### config.mk
export PLATFORM = sky130hd
export DESIGN_NAME = pio_cmdstat
export DESIGN_NICKNAME = d
export VERILOG_FILES = /design/src/rtl/pio_pkg.sv /design/src/rtl/pio_handshake.sv /design/src/rtl/pio_control.sv /design/src/rtl/pio_datapath.sv /design/src/rtl/pio_cmdstat.sv
export SDC_FILE = /design/constraint.sdc
export NUM_CORES = 1
export LEC_CHECK = 0
export CORE_UTILIZATION = 57
export CTS_CLUSTER_SIZE = 10
export DETAILED_ROUTE_END_ITERATION = 10
export DONT_BUFFER_PORTS = 1
export GPL_TIMING_DRIVEN = 0
export PLACE_DENSITY = 0.75
export SYNTH_ARGS = -nofsm -noshare
export SYNTH_HDL_FRONTEND = slang
export SYNTH_SLANG_ARGS = --single-unit
### constraint.sdc
create_clock -name clk -period 2.09 [get_ports clk]
set_input_delay 0.418 -clock clk [delete_from_list [all_inputs] [get_ports clk]]
set_output_delay 0.418 -clock clk [all_outputs]
set_load 0.005 [all_outputs]
### src/rtl/pio_pkg.sv
package pio_pkg;
  localparam int BUS_W = 8;
  localparam int PC_W  = 6;
  localparam int SEL_W = 3;
  localparam int NPORT = 2;

  localparam logic [SEL_W-1:0] SEL_CS = 3'd0;
  localparam logic [SEL_W-1:0] SEL_PA = 3'd1;
  localparam logic [SEL_W-1:0] SEL_PB = 3'd2;
  localparam logic [SEL_W-1:0] SEL_PC = 3'd3;

  typedef enum logic [1:0] {
    PC_ALL_IN  = 2'b00,
    PC_HS_A    = 2'b01,
    PC_HS_AB   = 2'b10,
    PC_ALL_OUT = 2'b11
  } pcMode_e;

  typedef struct packed {
    logic [1:0] timerCmd;
    logic       ieB;
    logic       ieA;
    pcMode_e    pcMode;
    logic       dirB;
    logic       dirA;
  } cmd_t;

  typedef struct packed {
    logic             wrA;
    logic             wrB;
    logic             wrC;
    logic             capA;
    logic             capB;
    logic [BUS_W-1:0] wdata;
  } strobe_t;

  typedef struct packed {
    logic intrB;
    logic bfB;
    logic intrA;
    logic bfA;
  } flags_t;
endpackage

### src/rtl/pio_handshake.sv
module pio_handshake (
  input  logic clk,
  input  logic rstN,
  input  logic enable,
  input  logic isOutput,
  input  logic intEn,
  input  logic strobeN,
  input  logic readStart,
  input  logic readEnd,
  input  logic writeDone,
  output logic intr,
  output logic bufFull,
  output logic capture
);
  logic strobePrev;
  logic fallEdge;
  logic riseEdge;

  always_ff @(posedge clk or negedge rstN) begin
    if (!rstN) strobePrev <= 1'b1;
    else       strobePrev <= strobeN;
  end

  assign fallEdge = enable & strobePrev & ~strobeN;
  assign riseEdge = enable & ~strobePrev & strobeN;
  assign capture  = fallEdge & ~isOutput;

  always_ff @(posedge clk or negedge rstN) begin
    if (!rstN) begin
      intr    <= 1'b0;
      bufFull <= 1'b0;
    end else if (!enable) begin
      intr    <= 1'b0;
      bufFull <= 1'b0;
    end else if (isOutput) begin
      if (writeDone) begin
        bufFull <= 1'b1;
        intr    <= 1'b0;
      end else begin
        if (fallEdge)         bufFull <= 1'b0;
        if (riseEdge && intEn) intr   <= 1'b1;
      end
    end else begin
      if (fallEdge)          bufFull <= 1'b1;
      if (riseEdge && intEn) intr    <= 1'b1;
      if (readStart)         intr    <= 1'b0;
      if (readEnd)           bufFull <= 1'b0;
    end
  end
endmodule

### src/rtl/pio_control.sv
module pio_control
  import pio_pkg::*;
(
  input  logic                 clk,
  input  logic                 rstN,
  input  logic                 addrStrobe,
  input  logic                 chipSel,
  input  logic                 ioSel,
  input  logic                 rdEn,
  input  logic                 wrEn,
  input  logic [BUS_W-1:0]     adIn,
  input  logic [NPORT-1:0]     stbN,
  input  logic                 tcPulse,
  output cmd_t                 cmd,
  output strobe_t              strb,
  output flags_t               flags,
  output logic                 timerFlag,
  output logic [SEL_W-1:0]     selAddr,
  output logic                 accessOk,
  output logic                 timerLoad
);
  logic csQ, ioQ, wrPrev, rdPrev;
  logic wrRise, rdStart, rdEnd;

  always_ff @(posedge clk or negedge rstN) begin
    if (!rstN) begin
      selAddr <= '0;
      csQ     <= 1'b0;
      ioQ     <= 1'b0;
    end else if (addrStrobe) begin
      selAddr <= adIn[SEL_W-1:0];
      csQ     <= chipSel;
      ioQ     <= ioSel;
    end
  end

  always_ff @(posedge clk or negedge rstN) begin
    if (!rstN) begin
      wrPrev <= 1'b0;
      rdPrev <= 1'b0;
    end else begin
      wrPrev <= wrEn;
      rdPrev <= rdEn;
    end
  end

  assign accessOk = csQ & ioQ;
  assign wrRise   = accessOk & wrEn & ~wrPrev;
  assign rdStart  = accessOk & rdEn & ~rdPrev;
  assign rdEnd    = accessOk & ~rdEn & rdPrev;

  always_ff @(posedge clk or negedge rstN) begin
    if (!rstN) begin
      cmd       <= '0;
      timerLoad <= 1'b0;
    end else begin
      timerLoad <= wrRise && (selAddr == SEL_CS);
      if (wrRise && (selAddr == SEL_CS)) cmd <= cmd_t'(adIn);
    end
  end

  always_ff @(posedge clk or negedge rstN) begin
    if (!rstN)                                timerFlag <= 1'b0;
    else if (tcPulse)                         timerFlag <= 1'b1;
    else if (rdEnd && (selAddr == SEL_CS))    timerFlag <= 1'b0;
  end

  logic [NPORT-1:0] hsEn, hsDir, hsIe, hsIntr, hsBf, hsCap;

  always_comb begin
    hsEn[0]  = (cmd.pcMode == PC_HS_A) || (cmd.pcMode == PC_HS_AB);
    hsEn[1]  = (cmd.pcMode == PC_HS_AB);
    hsDir[0] = cmd.dirA;
    hsDir[1] = cmd.dirB;
    hsIe[0]  = cmd.ieA;
    hsIe[1]  = cmd.ieB;
  end

  for (genvar p = 0; p < NPORT; p++) begin : gHs
    localparam logic [SEL_W-1:0] PSEL = SEL_W'(p + 1);
    pio_handshake uHs (
      .clk       (clk),
      .rstN      (rstN),
      .enable    (hsEn[p]),
      .isOutput  (hsDir[p]),
      .intEn     (hsIe[p]),
      .strobeN   (stbN[p]),
      .readStart (rdStart && (selAddr == PSEL)),
      .readEnd   (rdEnd && (selAddr == PSEL)),
      .writeDone (wrRise && (selAddr == PSEL)),
      .intr      (hsIntr[p]),
      .bufFull   (hsBf[p]),
      .capture   (hsCap[p])
    );
  end

  always_comb begin
    strb.wrA   = wrRise && (selAddr == SEL_PA);
    strb.wrB   = wrRise && (selAddr == SEL_PB);
    strb.wrC   = wrRise && (selAddr == SEL_PC);
    strb.capA  = hsCap[0];
    strb.capB  = hsCap[1];
    strb.wdata = adIn;
    flags.intrA = hsIntr[0];
    flags.bfA   = hsBf[0];
    flags.intrB = hsIntr[1];
    flags.bfB   = hsBf[1];
  end
endmodule

### src/rtl/pio_datapath.sv
module pio_datapath
  import pio_pkg::*;
(
  input  logic             clk,
  input  logic             rstN,
  input  logic             dirA,
  input  logic             dirB,
  input  logic             ieA,
  input  logic             ieB,
  input  pcMode_e          pcMode,
  input  strobe_t          strb,
  input  flags_t           flags,
  input  logic             timerFlag,
  input  logic [SEL_W-1:0] selAddr,
  input  logic [BUS_W-1:0] paIn,
  input  logic [BUS_W-1:0] pbIn,
  input  logic [PC_W-1:0]  pcIn,
  output logic [BUS_W-1:0] paOut,
  output logic [BUS_W-1:0] pbOut,
  output logic [PC_W-1:0]  pcOut,
  output logic [PC_W-1:0]  pcOe,
  output logic [BUS_W-1:0] rdData
);
  logic [BUS_W-1:0] outA, outB, latA, latB;
  logic [PC_W-1:0]  pcReg, pcView;
  logic [BUS_W-1:0] viewA, viewB;
  logic             hsA, hsB;

  always_ff @(posedge clk or negedge rstN) begin
    if (!rstN) begin
      outA  <= '0;
      outB  <= '0;
      latA  <= '0;
      latB  <= '0;
      pcReg <= '0;
    end else begin
      if (strb.wrA)  outA  <= strb.wdata;
      if (strb.wrB)  outB  <= strb.wdata;
      if (strb.wrC)  pcReg <= strb.wdata[PC_W-1:0];
      if (strb.capA) latA  <= paIn;
      if (strb.capB) latB  <= pbIn;
    end
  end

  assign hsA = (pcMode == PC_HS_A) || (pcMode == PC_HS_AB);
  assign hsB = (pcMode == PC_HS_AB);

  always_comb begin
    pcOe  = '0;
    pcOut = pcReg;
    unique case (pcMode)
      PC_ALL_IN:  pcOe = '0;
      PC_ALL_OUT: pcOe = '1;
      PC_HS_A: begin
        pcOe       = 6'b111011;
        pcOut[1:0] = {flags.bfA, flags.intrA};
      end
      PC_HS_AB: begin
        pcOe       = 6'b011011;
        pcOut[4:3] = {flags.bfB, flags.intrB};
        pcOut[1:0] = {flags.bfA, flags.intrA};
      end
      default: pcOe = '0;
    endcase
  end

  assign pcView = (pcOut & pcOe) | (pcIn & ~pcOe);
  assign viewA  = dirA ? outA : (hsA ? latA : paIn);
  assign viewB  = dirB ? outB : (hsB ? latB : pbIn);
  assign paOut  = outA;
  assign pbOut  = outB;

  always_comb begin
    unique case (selAddr)
      SEL_CS:  rdData = {1'b0, timerFlag, ieB, flags.bfB, flags.intrB,
                         ieA, flags.bfA, flags.intrA};
      SEL_PA:  rdData = viewA;
      SEL_PB:  rdData = viewB;
      SEL_PC:  rdData = {{(BUS_W-PC_W){1'b0}}, pcView};
      default: rdData = '0;
    endcase
  end
endmodule

### src/rtl/pio_cmdstat.sv
module pio_cmdstat
  import pio_pkg::*;
(
  input  logic             clk,
  input  logic             rstN,
  input  logic             addrStrobe,
  input  logic             chipSel,
  input  logic             ioSel,
  input  logic             rdEn,
  input  logic             wrEn,
  input  logic [BUS_W-1:0] adIn,
  output logic [BUS_W-1:0] adOut,
  output logic             adOe,
  input  logic [BUS_W-1:0] paIn,
  output logic [BUS_W-1:0] paOut,
  output logic             paOe,
  input  logic [BUS_W-1:0] pbIn,
  output logic [BUS_W-1:0] pbOut,
  output logic             pbOe,
  input  logic [PC_W-1:0]  pcIn,
  output logic [PC_W-1:0]  pcOut,
  output logic [PC_W-1:0]  pcOe,
  input  logic             tcPulse,
  output logic [1:0]       timerCmd,
  output logic             timerLoad
);
  cmd_t             cmd;
  strobe_t          strb;
  flags_t           flags;
  logic             timerFlag;
  logic [SEL_W-1:0] selAddr;
  logic             accessOk;

  pio_control uCtrl (
    .clk        (clk),
    .rstN       (rstN),
    .addrStrobe (addrStrobe),
    .chipSel    (chipSel),
    .ioSel      (ioSel),
    .rdEn       (rdEn),
    .wrEn       (wrEn),
    .adIn       (adIn),
    .stbN       ({pcIn[5], pcIn[2]}),
    .tcPulse    (tcPulse),
    .cmd        (cmd),
    .strb       (strb),
    .flags      (flags),
    .timerFlag  (timerFlag),
    .selAddr    (selAddr),
    .accessOk   (accessOk),
    .timerLoad  (timerLoad)
  );

  pio_datapath uData (
    .clk       (clk),
    .rstN      (rstN),
    .dirA      (cmd.dirA),
    .dirB      (cmd.dirB),
    .ieA       (cmd.ieA),
    .ieB       (cmd.ieB),
    .pcMode    (cmd.pcMode),
    .strb      (strb),
    .flags     (flags),
    .timerFlag (timerFlag),
    .selAddr   (selAddr),
    .paIn      (paIn),
    .pbIn      (pbIn),
    .pcIn      (pcIn),
    .paOut     (paOut),
    .pbOut     (pbOut),
    .pcOut     (pcOut),
    .pcOe      (pcOe),
    .rdData    (adOut)
  );

  assign adOe     = rdEn & accessOk;
  assign paOe     = cmd.dirA;
  assign pbOe     = cmd.dirB;
  assign timerCmd = cmd.timerCmd;
endmodule

# After elaboration in Yosys (flattened, before gate mapping)
# Cells that the tools add are included.
# classes
eq_ne	10
muxes	32
n_bitwise	30
reduce_logical	18
# op_table
op	count
2-to-1 mux 8 bit	4
case mux 8 bit (4 select lines)	1
2-to-1 mux 1 bit	24
case mux 6 bit (4 select lines)	1
bitwise AND 1 bit	17
bitwise AND 6 bit	2
logical AND 1 bit	11
inverter 1 bit	9
inequality test 4 x 1 -> 1 bit (second input constant)	2
inequality test 4 bit (second input constant)	2
== test 3 x 2 -> 1 bit (second input constant)	2
inverter 6 bit	1
OR 6 bit	1
== test 2 bit (second input constant)	2
2-to-1 mux 2 bit	2
AND reduction 2 bit	2
== test 3 x 1 -> 1 bit (second input constant)	1
logical NOT 3 bit	1
== test 2 x 1 -> 1 bit (second input constant)	1
logical NOT 2 bit	1
nonzero test 2 bit	1
OR reduction 2 bit	1
logical OR 1 bit	1
# totals
reg_bits	61
output_inout_bits	42
word_cells	114

# Depth between registers and ports, before layout
# logic_depth
depth_word	9
depth_mapped	6
mapped_depth_nobuf	5

# Modules after synthesis
# Synthesis repeated with hierarchy kept, for this count alone.
# unflattened
hier_cells	272
area_unflattened_um2	3318.2
# by_module_without_submodules
module	instances	cells_per_inst	area_each_um2	seq_area_each_um2
pio_datapath	1	183	2214.6	950.9
pio_control	1	60	782.0	425.4
pio_handshake	2	14	157.7	76.3
pio_cmdstat	1	1	6.3	0.0

# Worst setup path before layout
# No wires, ideal clock.
# synth_timing
path_kind	register to output
startpoint	register uCtrl.cmd[2] (netlist name)
endpoint	output adOut[0]
arrival_ps	1729
t_required_ps	1672
setup_slack_ps	-57
path_stages_with_launch	7
n_path_buf	1
path_cell_list	dfrtp_1 inv_1 ha_1 clkbuf_1 mux2_2 o211ai_1 nand4_1
# synth_via
elab_chain_len	6
# synth_rtl
element	line_no	source
== test 2 bit, or another cell as far along	pio_datapath.sv:45, pio_datapath.sv:46, pio_datapath.sv:51	
case mux 6 bit (4 select lines) / OR reduction 2 bit (equally long branches)	n/a	
inverter 6 bit / 2-to-1 mux 2 bit (equally long branches)	pio_datapath.sv:67, pio_datapath.sv:51	
bitwise AND 6 bit	pio_datapath.sv:67	assign pcView = (pcOut & pcOe) | (pcIn & ~pcOe);
OR 6 bit	pio_datapath.sv:67	
case mux 8 bit (4 select lines) *	pio_datapath.sv:74	unique case (selAddr)
end: declaration	pio_cmdstat.sv:12	output logic [BUS_W-1:0] adOut,
# Mark *: on every way between the ends. The rest lies on a longest branch, timed or not.

# Worst setup path after layout
# layout_timing
startpoint	register uCtrl.cmd[2] (netlist name)
endpoint	output adOut[0]
# layout_via
elab_chain_len	6
# layout_rtl
element	line_no
== test 2 bit, or another cell as far along	pio_datapath.sv:45, pio_datapath.sv:46, pio_datapath.sv:51
case mux 6 bit (4 select lines) / OR reduction 2 bit (equally long branches)	n/a
inverter 6 bit / 2-to-1 mux 2 bit (equally long branches)	pio_datapath.sv:67, pio_datapath.sv:51
bitwise AND 6 bit	pio_datapath.sv:67
OR 6 bit	pio_datapath.sv:67
case mux 8 bit (4 select lines) *	pio_datapath.sv:74
# Marked as above.

==> metrics.txt <==
post-synthesis mux area share=26.2%; Final Skew=6.26 ps; antenna violations before repair=0; htree depth=3; DP HPWL=5320 um; crit path buf inv count=2; Synth Warn #=0; Total Wirelength=7940 um; GR Util All Layers=28.9%; vias=2209; core area=0.00527 sq mm; R2R Path Start=uCtrl.cmd[2]; first-pass GRT wire length=12500 um; Worst Setup End Kind=output port; RR Endpoint=uData.latA[1]; DRC=0; Worst Path Max Fanout=8; status=finished with violations; final design utilization=71.1%; worst min path class=in2reg; clock slew at reported path FFs=70 ps; layout cells sized above 1=46.8%; delay-heaviest family, CP=flip-flops; FP Rows=26; DIE AREA=0.00593 sq mm; R2R cell count=6; crit path cell chain=inv_2 -> ha_4 -> clkbuf_16 -> mux2_4 -> o211ai_1 -> nand4_1; cells after synthesis=255; area grow syn2layout=16.7%; Final Wtd Congestion=0.800; Synth top area share=46.0%; Tmin final=2320 ps; clock latency on the worst-skew pair=340 ps; final setup vio count=8; CP Launch Type=register; Synth Area in Compound Gates=8.19%; RSZ-0062 raised after global routing=yes; placed instance area=0.00330 sq mm; Synth Area in XOR/XNOR=0%; Hold Vio Cnt, Final=0; CTS tree=built; Design Area, Final=0.00374 sq mm; fin crit share=111%; setup slack after layout=-230 ps; Leak=1.66 nW; WS Path Type=reg2out; Fin Hold WS=72.3 ps; CTS Sinks=61; commonest non-fill, non-tap cells in the layout=mux2_2 (62), dfrtp_1 (59), o211ai_1 (18), nand2b_1 (17), buf_4 (13); failing checks=negative setup slack; Die Y=77.0 um; GR Overflow Total=0; First DRT Iteration DRCs=153; sequential area share after synthesis=47.6%; vias in the first global route=2237; hold path cells=0; Relative slew margins=52.2%; largest family of logic cells by synthesized area=multiplexers; Die W=77.0 um; peak supply drop=0.686 mV; Adder-Cell Fraction of Synth Area=1.56%; DR vias/cell=6.31; Worst-Margin Slew=712 ps; clock tree buffer depth=2; Critical Path RT=1670 ps; largest net degree at the start of global routing=62; nets=317; Syn Area/Cell=12.6 sq um; drt wl/cell=22.7 um; FF+latch count, synth=61; Final ANT Viol Nets=0; I/O pin count=80; CP max-delay cell=dfrtp_1; Hold Crit Start=pcIn[5]; Arrival @ worst endpoint=1900 ps; syn nets=297; largest area contributor in the netlist=dfrtp_1; Synth area leaders=dfrtp_1 (46%), mux2_2 (25%), o211ai_1 (4.2%), nand2b_1 (3.3%), buf_4 (1.6%); Initial DRT Pass Iterations=4; WHS Endpoint=uCtrl.gHs[1].uHs.strobePrev; input/output buffers=0; diode count=0; PwrDens=1070 mW/mm^2; Max Fclk=0.431 GHz; Worst path max stage delay=370 ps; commonest non-fill, non-tap cell in the layout=mux2_2; Yosys cell types=39; starting density of the core=60.9%; Fillers=390; TritonCTS Buffers=9; FF-to-FF setup slack=220 ps; CTS root buf=clkbuf_8; number of max-cap violations=0; Synth Cell Area=0.00321 sq mm; final slew viol count=0; Synth Area in Simple Gates=12.6%
## synthesized netlist by cell type
library cell,number
inv_1,4
nor2b_1,3
o221a_2,1
o21ba_2,1
nand4b_1,3
nand3b_1,1
nor3_1,1
a221oi_1,2
o31a_1,1
o22a_1,1
nand4_1,5
mux2i_1,4
nand2_1,8
o211ai_1,18
o221ai_1,1
dfstp_2,2
nor4bb_1,2
ha_1,4
dfrtp_1,59
buf_2,4
a22oi_1,1
nor4_4,1
o311a_1,1
and3_1,1
clkbuf_1,9
mux2_2,71
nor2_4,2
and3b_1,4
buf_1,1
nor2_1,2
buf_4,7
o21ai_0,4
or3b_2,3
a21o_1,1
o41ai_1,1
nor3b_1,2
nand2b_1,17
a22o_1,1
nand4b_4,1
## flip-flops by register name (all words and copies together), names as in the netlist, 3 cells and up
name	flops
uData.pbOut	8
uCtrl.selAddr	3
uData.latB	8
uData.pcReg	6
uData.paOut	8
uData.latA	8
uCtrl.cmd	8
## metal layers
layer	track usage, %	wire (um)
met3	8.93	637
met4	11.3	133
met2	45.9	3890
met1	37.1	3280
met5	0	0
## stage by stage
stage / TNS, ps / power, mW / instances / setup WS (ps)
6_report: -1670 / 4.02 / 350 / -230
5_1_grt: -2120 / 4.18 / 350 / -296
4_1_cts: -1630 / 3.98 / 349 / -234
3_5_place_dp: -2430 / 2.61 / 325 / -380
3_3_place_gp: -2420 / 2.57 / 325 / -378
2_1_floorplan: 0 / 2.37 / 255 / 20.8
## layout make-up
type                            instances  area [sq um]  share of cell area (%)
Timing Repair Buffer                   10           105                    2.81
Sequential cell                        61          1530                    40.8
Buffer                                 20           144                    3.84
Multi-Input combinational cell        169          1660                    44.3
Clock inverter                          5          75.1                    2.00
Clock buffer                           11           131                    3.51
Tap cell                               70          87.6                    2.34
Inverter                                4          15.0                   0.401
## how the worst max path moves through the flow
stage                 start  endpoint  cells after the start
3_5_place_dp   uCtrl.cmd[2]  adOut[1]                      6
2_1_floorplan  uCtrl.cmd[2]  adOut[4]                      6
6_report       uCtrl.cmd[2]  adOut[0]                      6
5_1_grt        uCtrl.cmd[2]  adOut[6]                      6
4_1_cts        uCtrl.cmd[2]  adOut[1]                      6
3_3_place_gp   uCtrl.cmd[2]  adOut[1]                      6
## kinds of logic (layout without fill, tap and decap cells)
family | count (synthesis) | after routing
DFF | 61 | 61
muxes | 75 | 75
and+or+nand+nor | 56 | 56
buffers and inverters | 25 | 50
AOI/OAI and AO/OA | 34 | 34
adders and majority gates | 4 | 4
## what timing repair did
item                                   4_1_cts  5_1_grt
buffers inserted                             7        1
setup endpoints to repair                   12       16
hold buffers                                 2        0
resized for setup                           28       12
endpoints found under the hold margin       61        0
pin swaps                                    9        5
## where the power goes
part / internal, mW / leakage, nW / switching, mW
Combinational: 0.693 / 0.771 / 0.530
Sequential: 1.46 / 0.780 / 0.201
Clock: 0.666 / 0.107 / 0.465
Total: 2.82 / 1.66 / 1.20
(Power assumes the default switching activity.)
